[config.mk]
export PLATFORM = sky130hd
export DESIGN_NAME = led_dim_stage
export DESIGN_NICKNAME = d
export VERILOG_FILES = /design/src/rtl/led_dim_pkg.sv /design/src/rtl/led_step_gen.sv /design/src/rtl/led_frame_ctr.sv /design/src/rtl/led_group_gen.sv /design/src/rtl/led_channel.sv /design/src/rtl/led_dim_stage.sv
export SDC_FILE = /design/constraint.sdc
export NUM_CORES = 1
export LEC_CHECK = 0
export ABC_AREA = 1
export BUFFER_PORTS_ARGS = -buffer_cell sky130_fd_sc_hd__buf_2
export CORE_ASPECT_RATIO = 1.4
export CORE_MARGIN = 1
export CORE_UTILIZATION = 35
export CTS_CLUSTER_DIAMETER = 60
export DETAILED_ROUTE_END_ITERATION = 10
export GPL_ROUTABILITY_DRIVEN = 0
export PLACE_DENSITY = 0.51
export SLEW_MARGIN = 0
export SYNTH_ARGS = -nofsm -noshare
export SYNTH_HDL_FRONTEND = slang
export SYNTH_SLANG_ARGS = --single-unit
[constraint.sdc]
create_clock -name clk -period 2.95 [get_ports clk]
set_clock_uncertainty 0.05 [all_clocks]
set_input_delay 0.295 -clock clk [delete_from_list [all_inputs] [get_ports clk]]
set_output_delay 0.295 -clock clk [all_outputs]
set_load 0.01 [all_outputs]
[src/rtl/led_dim_pkg.sv]
// Shared types for the LED dimming output stage.
// Assumes nothing beyond a 2-bit per-channel mode code.
package led_dim_pkg;
    typedef enum logic [1:0] {
        LS_OFF = 2'b00,
        LS_ON  = 2'b01,
        LS_PWM = 2'b10,
        LS_GRP = 2'b11
    } led_state_e;
endpackage

[src/rtl/led_step_gen.sv]
// Step prescaler: emits one fast-PWM step pulse every FAST_DIV clocks.
// Assumes FAST_DIV >= 1. Sleep freezes the count and suppresses steps.
module led_step_gen #(
    parameter int FAST_DIV = 5
) (
    input  logic clk,
    input  logic rst_n,
    input  logic sleep,
    output logic step
);
    localparam int PW = (FAST_DIV > 1) ? $clog2(FAST_DIV) : 1;
    localparam logic [PW-1:0] LAST = PW'(FAST_DIV - 1);

    logic [PW-1:0] cnt;

    // step pulse when the divider reaches its last count and the clock is awake
    assign step = !sleep && (cnt == LAST);

    // divider count, held while asleep
    always_ff @(posedge clk) begin
        if (!rst_n)          cnt <= '0;
        else if (sleep)      cnt <= cnt;
        else if (cnt == LAST) cnt <= '0;
        else                 cnt <= cnt + 1'b1;
    end

    assert_asleep_no_step_R7: assert property (@(posedge clk) disable iff (!rst_n)
        sleep |=> $stable(cnt));
endmodule

[src/rtl/led_frame_ctr.sv]
// Fast-frame phase counter shared by all channels.
// Advances once per step and flags the last step of each 2^DW-step frame.
module led_frame_ctr #(
    parameter int DW = 8
) (
    input  logic          clk,
    input  logic          rst_n,
    input  logic          step,
    output logic [DW-1:0] phase,
    output logic          frame_end
);
    // frame boundary: final step of the frame
    assign frame_end = step && (&phase);

    // phase count, one increment per step
    always_ff @(posedge clk) begin
        if (!rst_n)    phase <= '0;
        else if (step) phase <= phase + 1'b1;
    end

    assert_phase_advance_R1: assert property (@(posedge clk) disable iff (!rst_n)
        step |=> phase == $past(phase) + 1'b1);
    assert_phase_hold_R1: assert property (@(posedge clk) disable iff (!rst_n)
        !step |=> $stable(phase));
endmodule

[src/rtl/led_group_gen.sv]
// Slow shared group signal. A group step lasts DIM_FRAMES frames when
// dimming, or (freq+1)*BLINK_UNIT frames when blinking. The signal is on
// while the group count is below the group duty.
// Assumes DIM_FRAMES >= 1 and BLINK_UNIT >= 1.
module led_group_gen #(
    parameter int DW         = 8,
    parameter int DIM_FRAMES = 2,
    parameter int BLINK_UNIT = 16
) (
    input  logic          clk,
    input  logic          rst_n,
    input  logic          frame_end,
    input  logic          blink,
    input  logic [DW-1:0] gduty,
    input  logic [DW-1:0] gfreq,
    output logic          grp_on
);
    localparam int BLINK_MAX = (1 << DW) * BLINK_UNIT;
    localparam int LIM_MAX   = (BLINK_MAX > DIM_FRAMES) ? BLINK_MAX : DIM_FRAMES;
    localparam int LW        = $clog2(LIM_MAX + 1);

    logic [LW-1:0] limit;
    logic [LW-1:0] fdiv;
    logic [DW-1:0] gcnt;
    logic          gstep;

    // frames per group step for the selected mode
    always_comb begin
        if (blink) limit = ({{(LW-DW){1'b0}}, gfreq} + LW'(1)) * LW'(BLINK_UNIT);
        else       limit = LW'(DIM_FRAMES);
    end

    // group step fires on the frame that completes the current step
    assign gstep = frame_end && (fdiv >= limit - LW'(1));

    // frame divider inside one group step
    always_ff @(posedge clk) begin
        if (!rst_n)         fdiv <= '0;
        else if (gstep)     fdiv <= '0;
        else if (frame_end) fdiv <= fdiv + 1'b1;
    end

    // group phase count
    always_ff @(posedge clk) begin
        if (!rst_n)     gcnt <= '0;
        else if (gstep) gcnt <= gcnt + 1'b1;
    end

    // group on/off level
    assign grp_on = (gcnt < gduty);

    assert_grp_moves_on_frame_R5: assert property (@(posedge clk) disable iff (!rst_n)
        !frame_end |=> $stable(gcnt) && $stable(fdiv));
    assert_grp_dim_len_R4: assert property (@(posedge clk) disable iff (!rst_n)
        (frame_end && !blink && fdiv < LW'(DIM_FRAMES - 1)) |=> $stable(gcnt));
endmodule

[src/rtl/led_channel.sv]
// One LED channel: shadow and active copies of its duty and state code,
// and the registered active-low pin. Shadow loads on the update strobe,
// active loads only on a frame boundary.
module led_channel
    import led_dim_pkg::*;
#(
    parameter int DW = 8
) (
    input  logic          clk,
    input  logic          rst_n,
    input  logic          sleep,
    input  logic          upd,
    input  logic          load,
    input  logic [DW-1:0] duty_in,
    input  logic [1:0]    state_in,
    input  logic [DW-1:0] phase,
    input  logic          grp_on,
    output logic          led_n
);
    logic [DW-1:0] sh_duty, act_duty;
    led_state_e    sh_state, act_state;
    logic          pwm_on;

    // shadow capture on the update strobe
    always_ff @(posedge clk) begin
        if (!rst_n) begin
            sh_duty  <= '0;
            sh_state <= LS_OFF;
        end else if (upd) begin
            sh_duty  <= duty_in;
            sh_state <= led_state_e'(state_in);
        end
    end

    // active copy moves only at the frame boundary
    always_ff @(posedge clk) begin
        if (!rst_n) begin
            act_duty  <= '0;
            act_state <= LS_OFF;
        end else if (load) begin
            act_duty  <= sh_duty;
            act_state <= sh_state;
        end
    end

    // channel modulator level
    assign pwm_on = (phase < act_duty);

    // registered pin, low means lit
    always_ff @(posedge clk) begin
        if (!rst_n)     led_n <= 1'b1;
        else if (sleep) led_n <= 1'b1;
        else begin
            case (act_state)
                LS_OFF:  led_n <= 1'b1;
                LS_ON:   led_n <= 1'b0;
                LS_PWM:  led_n <= !pwm_on;
                default: led_n <= !(pwm_on && grp_on);
            endcase
        end
    end

    assert_no_runt_R9: assert property (@(posedge clk) disable iff (!rst_n)
        !load |=> $stable(act_duty) && $stable(act_state));
    assert_off_dark_R2: assert property (@(posedge clk) disable iff (!rst_n)
        (act_state == LS_OFF) |=> led_n);
    assert_on_lit_R2: assert property (@(posedge clk) disable iff (!rst_n)
        (act_state == LS_ON && !sleep) |=> !led_n);
    assert_zero_duty_dark_R1: assert property (@(posedge clk) disable iff (!rst_n)
        (act_state == LS_PWM && act_duty == '0) |=> led_n);
endmodule

[src/rtl/led_dim_stage.sv]
// Top of the dual-rate LED dimming stage. Holds the shadow and active group
// settings and ties the prescaler, frame counter, group generator and the
// per-channel output stages together.
// Assumes upd_i is a single-cycle pulse raised by the bus-side logic.
module led_dim_stage
    import led_dim_pkg::*;
#(
    parameter int NUM_CH     = 8,
    parameter int DW         = 8,
    parameter int FAST_DIV   = 5,
    parameter int DIM_FRAMES = 2,
    parameter int BLINK_UNIT = 16
) (
    input  logic                 clk,
    input  logic                 rst_n,
    input  logic                 sleep_i,
    input  logic                 upd_i,
    input  logic                 blink_i,
    input  logic [NUM_CH*DW-1:0] duty_i,
    input  logic [DW-1:0]        grp_duty_i,
    input  logic [DW-1:0]        grp_freq_i,
    input  logic [2*NUM_CH-1:0]  state_i,
    output logic [NUM_CH-1:0]    led_n_o
);
    logic          step, frame_end, grp_on;
    logic [DW-1:0] phase;
    logic [DW-1:0] sh_gduty, sh_gfreq, act_gduty, act_gfreq;
    logic          sh_blink, act_blink;

    // group settings shadow, captured on the strobe
    always_ff @(posedge clk) begin
        if (!rst_n) begin
            sh_gduty <= '1;
            sh_gfreq <= '0;
            sh_blink <= 1'b0;
        end else if (upd_i) begin
            sh_gduty <= grp_duty_i;
            sh_gfreq <= grp_freq_i;
            sh_blink <= blink_i;
        end
    end

    // group settings active copy, moved at the frame boundary
    always_ff @(posedge clk) begin
        if (!rst_n) begin
            act_gduty <= '1;
            act_gfreq <= '0;
            act_blink <= 1'b0;
        end else if (frame_end) begin
            act_gduty <= sh_gduty;
            act_gfreq <= sh_gfreq;
            act_blink <= sh_blink;
        end
    end

    led_step_gen #(.FAST_DIV(FAST_DIV)) u_step (
        .clk(clk), .rst_n(rst_n), .sleep(sleep_i), .step(step)
    );

    led_frame_ctr #(.DW(DW)) u_frame (
        .clk(clk), .rst_n(rst_n), .step(step), .phase(phase), .frame_end(frame_end)
    );

    led_group_gen #(.DW(DW), .DIM_FRAMES(DIM_FRAMES), .BLINK_UNIT(BLINK_UNIT)) u_group (
        .clk(clk), .rst_n(rst_n), .frame_end(frame_end), .blink(act_blink),
        .gduty(act_gduty), .gfreq(act_gfreq), .grp_on(grp_on)
    );

    for (genvar k = 0; k < NUM_CH; k++) begin : g_ch
        led_channel #(.DW(DW)) u_ch (
            .clk(clk), .rst_n(rst_n), .sleep(sleep_i), .upd(upd_i), .load(frame_end),
            .duty_in(duty_i[k*DW +: DW]), .state_in(state_i[2*k +: 2]),
            .phase(phase), .grp_on(grp_on), .led_n(led_n_o[k])
        );
    end

    assert_sleep_dark_R7: assert property (@(posedge clk) disable iff (!rst_n)
        sleep_i |=> (&led_n_o));
    assert_grp_load_on_frame_R9: assert property (@(posedge clk) disable iff (!rst_n)
        !frame_end |=> $stable(act_gduty) && $stable(act_gfreq) && $stable(act_blink));
endmodule

# Yosys cells after proc, flatten, opt, wreduce, memory -nomap -nowiden
# Cells that the tools add are included.
# word_totals
reg_bits	234
out_inout_bits	8
elab_cells	133
# op_classes
addsub	6
order_cmp	10
n_eq_ne	17
mux	10
bitwise_logic	1
reduce_logical	39
# ops
op	count
less-than comparator 8 bit	9
case mux 1 bit (3 select lines)	8
zero test 1 bit	17
adder 8 x 1 -> 8 bit (second input constant)	2
== test 2 x 1 -> 1 bit (second input constant)	8
== test 2 bit (second input constant)	8
zero test 2 bit	8
adder 13 x 1 -> 13 bit (second input constant)	1
greater-or-equal comparator 13 bit	1
2-to-1 mux 13 bit	1
subtractor 13 x 1 -> 13 bit (second input constant)	1
logical AND 1 bit	11
adder 8 x 1 -> 9 bit (second input constant)	1
AND reduction 8 bit	1
OR reduction 2 bit	2
adder 3 x 1 -> 3 bit (second input constant)	1
== test 3 bit (second input constant)	1
2-to-1 mux 3 bit	1
inverter 1 bit	1

# Longest topological paths before layout
# Gate-level depths: netlist (run 1).
# logic_depth
ltp_word	6
ltp_mapped	21
ltp_nobuf	20

# Cells and area by module
# From an unflattened synthesis (run 1), not the netlist that was laid out.
# unflattened
hier_cells	1486
hier_area_um2	10900.5
# modules_own_cells
module	n_inst	cells_per_inst	area_per_inst_um2	seq_area_each_um2
led_channel	8	120	909.6	420.4
led_group_gen	1	272	1764.2	420.4
led_dim_stage	1	184	1343.8	680.7
led_frame_ctr	1	50	350.3	160.2
led_step_gen	1	20	165.2	60.1

# Worst setup path after synthesis (run 1)
# No wires, ideal clock.
# synth_path
path_kind	reg-to-reg
startpoint	reg act_gfreq[0]
endpoint	reg u_group.fdiv[6]
setup_ps	70
arrival_time_ps	2619
t_required_ps	2830
slack_ps	211
stages_incl_launch_ff	20
n_path_buf	1
period_less_slack_ps	2739
path_cell_list	dfxtp_1 > ha_1 > inv_1 > nand3_1 > nor2_1 > nand2_1 > nor2_4 > nand4_1 > nand2_1 > nand2_1 > ha_1 > nand2_1 > nor2_1 > and2_1 > nand2_1 > nand3_2 > nand2_4 > nand2_4 > buf_6 > a21oi_1
# synth_between
elab_chain_len	6
# synth_rtl
element	line	rtl
from (decl)	led_dim_stage.sv:27	logic [DW-1:0] sh_gduty, sh_gfreq, act_gduty, act_gfreq;
from (signal assigned)	led_dim_stage.sv:51	act_gfreq <= sh_gfreq;
adder 8 x 1 -> 9 bit	led_group_gen.sv:29	if (blink) limit = ({{(LW-DW){1'b0}}, gfreq} + LW'(1)) * LW'(BLINK_UNIT);
2-to-1 mux 13 bit	led_group_gen.sv:29	
subtractor 13 x 1 -> 13 bit	led_group_gen.sv:34	assign gstep = frame_end && (fdiv >= limit - LW'(1));
greater-or-equal comparator 13 bit	led_group_gen.sv:34	
logical AND 1 bit	led_group_gen.sv:34	
OR reduction 2 bit (no source line)	--	
to (signal assigned)	led_group_gen.sv:40	else if (frame_end) fdiv <= fdiv + 1'b1;
to (decl)	led_group_gen.sv:23	logic [LW-1:0] fdiv;
# No other way between the ends.
# A chain may end at the register's enable or synchronous reset.

# Worst setup path in the final report (run 1)
# layout_path
startpoint	reg act_gfreq[1]
endpoint	reg u_group.gcnt[7]
# layout_between
elab_chain_len	5
# layout_rtl
element	line	rtl
adder 8 x 1 -> 9 bit	led_group_gen.sv:29	
2-to-1 mux 13 bit	led_group_gen.sv:29	
subtractor 13 x 1 -> 13 bit	led_group_gen.sv:34	
greater-or-equal comparator 13 bit	led_group_gen.sv:34	
logical AND 1 bit	led_group_gen.sv:34	
to (signal assigned)	led_group_gen.sv:46	else if (gstep) gcnt <= gcnt + 1'b1;
to (decl)	led_group_gen.sv:24	logic [DW-1:0] gcnt;
# No other way between the ends.

==> run metrics, run 1 <==
status finished clean; xor and xnor area share after synthesis 0.0128; Post-Syn Area approximately 11000 µm²; Mapped Cells between 1500 and 2000; TritonCTS clock tree yes; final worst-path cycle share 0.945; initial core utilization 0.357; Core Region approximately 31000 µm²; std cell rows 76; CP Cell Sequence ha_2, inv_1, nand3_1, nor2_1, nand2_1, nor2_4, buf_4, buf_4, xor2_1, ha_1, nand2_1, nor2_2, and2_1, nand2_1, nand3_4, buf_6, nand3_1, a21oi_2; synthesis-to-layout area growth 25.3%; fin. max-slew vios 0; Top Ports roughly 110; DR WL/cell around 13 µm; Static Leakage 5.72 nW; Critical Path Fanout Max 8; Int Power ~5.7 mW; most frequent CP cell nand2_1; number of global-route vias before repair roughly 10000; largest family of logic cells by synthesized area simple AND/OR/NAND/NOR gates; footprint of the multi-input gates around 5400 µm²; clk_lat worst skew 0.54 ns; clock tree buffer depth 3; Comb pwr share 0.054; NetSw between 1.5 and 2 mW; GR Util All Layers 0.179; Post-route DRC 0; Sequential Area 4690 µm²; switching portion of total power 0.224; Net Count, Synth 1697; Slew @ Worst Pin 1.12 ns; Die H 212 µm; Reg clk slew, reported paths 0.06 ns; Critical Path AT 3.12 ns; multiplexer area fraction after synthesis 0; Post-synth top flop dfxtp_1; Slowest-stage cell, CP dfxtp_2; Synth Area per Inst 7.25 µm²; setup TNS 0 ns; fin crit period 2.79 ns; EDFF count, synth 0; TritonCTS Sinks 234; drt first pass iters 6; Yosys reg bits ~230; asr flop ratio synth 0; Max IR drop VDD ~0.37 mV; pwr/cell area 533 nW/µm²; RSZ-0062 raised after global routing false; critical path launch point type flip-flop; largest net degree at the start of global routing just over 100; Relative slew margins 0.251; Post-Synth Adder-Cell Area 0.0923; first-pass GRT wire length about 46000 µm; CP Class flip-flop to flip-flop; Total Wirelength approximately 28000 µm; Net count, final 1867; Yosys warnings 0; Worst EP required 3.28 ns; n_diodes 0; layout cell share with drive strength beyond 1 0.126; H-tree Lvls 1; clock root buffer clkbuf_16; grt ovf 0; simple-gate area share of the yosys netlist 0.248; Hold Path Class primary input to flip-flop; vias per cell between 4 and 5; Hold WS 0.0218 ns; CTS Buf Count 26; full die area around 32000 µm²; Clock Power Share 0.496; Post-DRT Antenna Nets 0; number of fill cells 3265; HPWL Detailed 17800 µm; Crit path largest cell delay 0.35 ns; compound-gate portion of the synthesized area 0.136; sequential group share of total power 0.449; Max Freq 0.359 GHz; PortBufs 108; Critical Path End Type flip-flop; Design Power 7.34 mW; Die Wd 152 µm; Final Hold Viols 0; vias post-DR 9873; most common cell after layout, fill and taps aside nand2_1; Final setup violation count 0; most frequent cells in the layout 383 x nand2_1, 231 x dfxtp_1, 205 x nor2_1; sequential area share after synthesis 0.426; post-synth cell types 34; antenna violations before repair 0; MaxCap Viol Count 0; Iter 0 DRT Violations approximately 320
==> final timing paths <==
| path | start | endpoint | slack, ns | cells past startpoint |
|---|---|---|---|---|
| max reg2reg | act_gfreq[1] | u_group.gcnt[7] | 0.16 | 18 |
| min reg2reg | g_ch[2].u_ch.sh_duty[1] | g_ch[2].u_ch.act_duty[1] | 0.40 | 2 |
| min | duty_i[59] | g_ch[7].u_ch.sh_duty[3] | 0.02 | 3 |
| max | act_gfreq[1] | u_group.gcnt[7] | 0.16 | 18 |
==> flip-flops by register name, summed over array words and instances, names as in the netlist <==
register             flops
sh_blink                 1
sh_gduty                 8
act_gduty                8
u_group.gcnt             8
g_ch.u_ch.sh_duty       64
g_ch.u_ch.led_n          8
act_blink                1
u_step.cnt               3
u_frame.phase            8
g_ch.u_ch.sh_state      16
sh_gfreq                 8
act_gfreq                8
g_ch.u_ch.act_duty      64
g_ch.u_ch.act_state     16
u_group.fdiv            13
==> power by group through the flow <==
stage | logic, mW | registers, mW | clock network, mW
after floorplan | 0.182 | 3.35 | 0
after global placement | 0.305 | 3.37 | 0
after detailed placement | 0.310 | 3.37 | 0
after CTS | 0.401 | 3.30 | 3.75
after global routing | 0.455 | 3.31 | 3.86
final | 0.398 | 3.30 | 3.64
==> routing by layer <==
metal | routed length [µm] | vias up | global-route usage
met5 | 0 | - | 0
met4 | 631 | 0 | 0.0560
met3 | 726 | 39 | 0.0194
met2 | 13900 | 121 | 0.326
met1 | 12700 | 4526 | 0.215
li1 | - | 5187 | -
==> repair_timing <==
| item | 4_1_cts | 5_1_grt |
|---|---|---|
| endpoints found under the setup margin | 0 | 21 |
| hold endpoints to repair | 89 | 0 |
| hold buffers | 88 | 0 |
| gates resized for setup | 0 | 15 |
| buffers inserted | 0 | 2 |
==> worst max-delay path: cells and delay by family, from the launching register on <==
kind            cells  cell delay [ns]
simple gates       10             0.99
fa+ha+maj           2             0.53
buf+inv             4             0.46
flops               1             0.35
xor+xnor            1             0.17
compound gates      1             0.07
==> synth_stat cells, types with 2 or more instances <==
cell / count / share of area
nor3_1: 5 / 0.0023
ha_1: 81 / 0.092
nor2_4: 3 / 0.0031
a21oi_1: 152 / 0.069
xnor2_1: 3 / 0.0024
nand4_1: 13 / 0.0074
nand2_1: 384 / 0.13
clkinv_1: 2 / 0.00068
nor2_1: 207 / 0.071
o21ai_0: 116 / 0.053
xor2_1: 13 / 0.010
nand2_4: 2 / 0.0021
inv_1: 143 / 0.049
dfxtp_1: 234 / 0.43
buf_4: 10 / 0.0068
a21oi_2: 7 / 0.0056
buf_6: 3 / 0.0031
nand3_1: 50 / 0.023
o211ai_1: 7 / 0.0048
nor2_2: 2 / 0.0011
clkbuf_1: 44 / 0.015
buf_2: 19 / 0.0087
nand3_2: 4 / 0.0036
==> cells by family (layout without fill, tap and decap cells) <==
family	count (synthesis)	count (layout)
buffers and inverters	223	411
AO/OA/AOI/OAI	287	287
flip-flops	234	234
XOR/XNOR	16	16
AND/OR/NAND/NOR	674	676
adder cells (fa/ha/maj)	81	81
==> cell type report <==
cell class,instances,area share
repair buffers,217,0.117
well taps,390,0.0355
flip-flops and latches,234,0.341
multi-input cells,1060,0.396
clock buffers,32,0.0541
clock inverters,16,0.0166
inverters,146,0.0403
==> metrics by stage <==
stage	instance area (µm²)	setup slack, ns	cells	util
after floorplan	11000	0.211	1515	-
after global placement	11800	0.188	1955	0.384
after detailed placement	11800	0.113	1955	0.384
after CTS	13700	0.104	2091	0.444
after global routing	13800	0.00389	2095	0.447
final	13800	0.162	2095	0.447
No activity file was read; power rests on OpenSTA's default activity.
==> run 2: changes to the inputs <==
--- a/config.mk
+++ b/config.mk
@@ -9,11 +9,11 @@
 export BUFFER_PORTS_ARGS = -buffer_cell sky130_fd_sc_hd__buf_2
 export CORE_ASPECT_RATIO = 1.4
 export CORE_MARGIN = 1
-export CORE_UTILIZATION = 35
+export CORE_UTILIZATION = 54
 export CTS_CLUSTER_DIAMETER = 60
 export DETAILED_ROUTE_END_ITERATION = 10
 export GPL_ROUTABILITY_DRIVEN = 0
-export PLACE_DENSITY = 0.51
+export PLACE_DENSITY = 0.74
 export SLEW_MARGIN = 0
 export SYNTH_ARGS = -nofsm -noshare
 export SYNTH_HDL_FRONTEND = slang
==> run metrics, run 2 (synthesis gave the netlist of run 1 again) <==
status finished clean; vias per cell 5.18 (+10%); reg-to-reg slack, setup 0.17 ns (about the same); Static Leakage 5.63 nW (-1.7%); HPWL Detailed 15900 µm (-11%); Top Ports 109 (unchanged); Hold Path Class primary input to flip-flop; n_diodes 0 (unchanged); Reg2Reg Depth 16 (-2); TritonCTS Sinks 234 (unchanged); CTS Buf Count 24 (-7.7%); Total Wirelength 25900 µm (-7.3%); grt ovf 0 (unchanged); PortBufs 108 (unchanged); fin crit period 2.78 ns (-0.00908 ns); most common cell after layout, fill and taps aside nand2_1; final worst-path cycle share 0.942 (-0.00308); Post-DRT Antenna Nets 0 (unchanged); Slew @ Worst Pin 1.03 ns (-0.0913 ns); Reg clk slew, reported paths 0.06 ns (about the same); Die Wd 123 µm (-19%); Final setup violation count 0 (unchanged); antenna violations before repair 0 (unchanged); switching portion of total power 0.224 (-0.000284); Comb pwr share 0.056 (+0.002); most frequent cells in the layout 383 x nand2_1, 233 x dfxtp_1, 205 x nor2_1; Int Power 5.46 mW (-4.1%); CP Class flip-flop to flip-flop; Critical Path Sink u_group.fdiv[7]; clock tree buffer depth 3 (unchanged); H-tree Lvls 1 (unchanged); setup TNS 0 ns (unchanged); Core Region 19900 µm² (-35%); clk_lat worst skew 0.52 ns (-0.02 ns); Critical Path AT 3.18 ns (+0.06 ns); Net count, final 1857 (-0.54%); Iter 0 DRT Violations 486 (+50%); full die area 20900 µm² (-35%); Die H 171 µm (-19%); Reg-to-Reg Start act_gfreq[1]; met2 usage 0.456 (+0.130); NetSw 1.57 mW (-4.3%); sequential group share of total power 0.469 (+0.020); TritonCTS clock tree yes; met1 Use GR 0.293 (+0.0779); DR WL/cell 13.3 µm (-0.15%); hold path start duty_i[56]; Max IR drop VDD 0.453 mV (+21%); drt first pass iters 5 (-1); clock root buffer clkbuf_16; fin area 13400 µm² (-2.3%); Relative slew margins 0.312 (+0.0609); Final Hold Viols 0 (unchanged); Clock Power Share 0.475 (-0.021); GR peak layer met2; placed inst area 11600 µm² (-1.6%); largest registers g_ch.u_ch.act_duty (64), g_ch.u_ch.sh_duty (64); std cell rows 61 (-20%); met3 Resource Use GR 0.0283 (+0.00894); layout cell share with drive strength beyond 1 0.119 (-0.00679); Critical Path End Type flip-flop; GR Util All Layers 0.247 (+0.0684); largest net degree at the start of global routing 120 (+18%); Hold WS 0.0130 ns (-0.00885 ns); first-pass GRT wire length 42100 µm (-8.6%); Post-route DRC 0 (unchanged); MaxCap Viol Count 0 (unchanged); fin. max-slew vios 0 (unchanged); Critical Path Fanout Max 10 (+2); Worst EP required 3.35 ns (+0.07 ns); synthesis-to-layout area growth 22.4%; critical path launch point type flip-flop; initial core utilization 0.551 (+0.195); Worst R2R End u_group.fdiv[7]; vias post-DR 10081 (+2.1%); worst setup path start act_gfreq[1]; pwr/cell area 523 nW/µm² (-1.9%); number of global-route vias before repair 9356 (-3.8%); Design Power 7.03 mW (-4.2%); Max Freq 0.360 GHz (+0.33%)
## run 2: cell count changes in the layout (fill, tap and decap cells not counted), sizes merged
cell | before | now
inv | 148 | 144
clkbuf | 32 | 30
bufinv | 5 | 4
nand2 | 389 | 388
clkinv | 9 | 8
dlygate4sd3 | 88 | 85
buf | 129 | 125
clkinvlp | 0 | 4
## run 2: power groups by stage
stage | clock (mW) | combinational (mW) | sequential (mW)
floorplan | 0 | 0.182 | 3.35
global placement | 0 | 0.293 | 3.37
detailed placement | 0 | 0.298 | 3.37
CTS | 3.38 | 0.388 | 3.30
global route | 3.51 | 0.443 | 3.31
finish | 3.34 | 0.394 | 3.30
## run 2: area by class of cell
type	instances	area [µm²]
Fill cell	1702	6480
Sequential cell	234	4690
Inverter	146	554
Tap cell	252	315
Multi-Input combinational cell	1059	5450
Clock buffer	30	684
Clock inverter	14	203
Timing Repair Buffer	210	1550
## run 2: what timing repair did
action,4_1_cts,5_1_grt
cloned,0,1
buffers inserted,0,0
hold buffers,85,0
pin swaps,0,6
hold endpoints to repair,85,0
resized for setup,1,12
endpoints found under the setup margin,11,21
## run 2: how the worst min path moves through the flow
stage,to,slack (ns),cells after the start
CTS,sh_gfreq[6],0.002,3
global route,g_ch[7].u_ch.sh_duty[4],0.02,3
global placement,act_gfreq[7],0.39,2
finish,g_ch[7].u_ch.sh_duty[0],0.01,3
detailed placement,act_gfreq[3],0.40,2
floorplan,u_step.cnt[1],0.33,1
## run 2: metal layers
metal | routed length, µm | part of all wire
met2 | 13200 | 0.51
met5 | 0 | 0
met3 | 896 | 0.035
met1 | 11200 | 0.43
met4 | 634 | 0.024
## run 2: worst max-delay path: stages (launching register included)
cell	delay, ns
dfxtp_2	0.34
ha_1	0.31
inv_2	0.09
nand3_2	0.09
nor2_4	0.14
nand2_2	0.08
nor2_4	0.16
nand2_1	0.09
xnor2_1	0.18
ha_1	0.28
a21oi_1	0.16
nor2_1	0.06
nor2_1	0.17
nand3_4	0.13
nand2_8	0.13
nand2_4	0.12
a21oi_2	0.13
## run 2: per-stage QoR
step / worst slack, ns / utilization / cells
after CTS: 0.0152 / 0.671 / 1944
after floorplan: 0.211 / - / 1515
after detailed placement: 0.0726 / 0.584 / 1815
final: 0.171 / 0.675 / 1945
after global routing: -0.0211 / 0.675 / 1945
after global placement: 0.185 / 0.584 / 1815
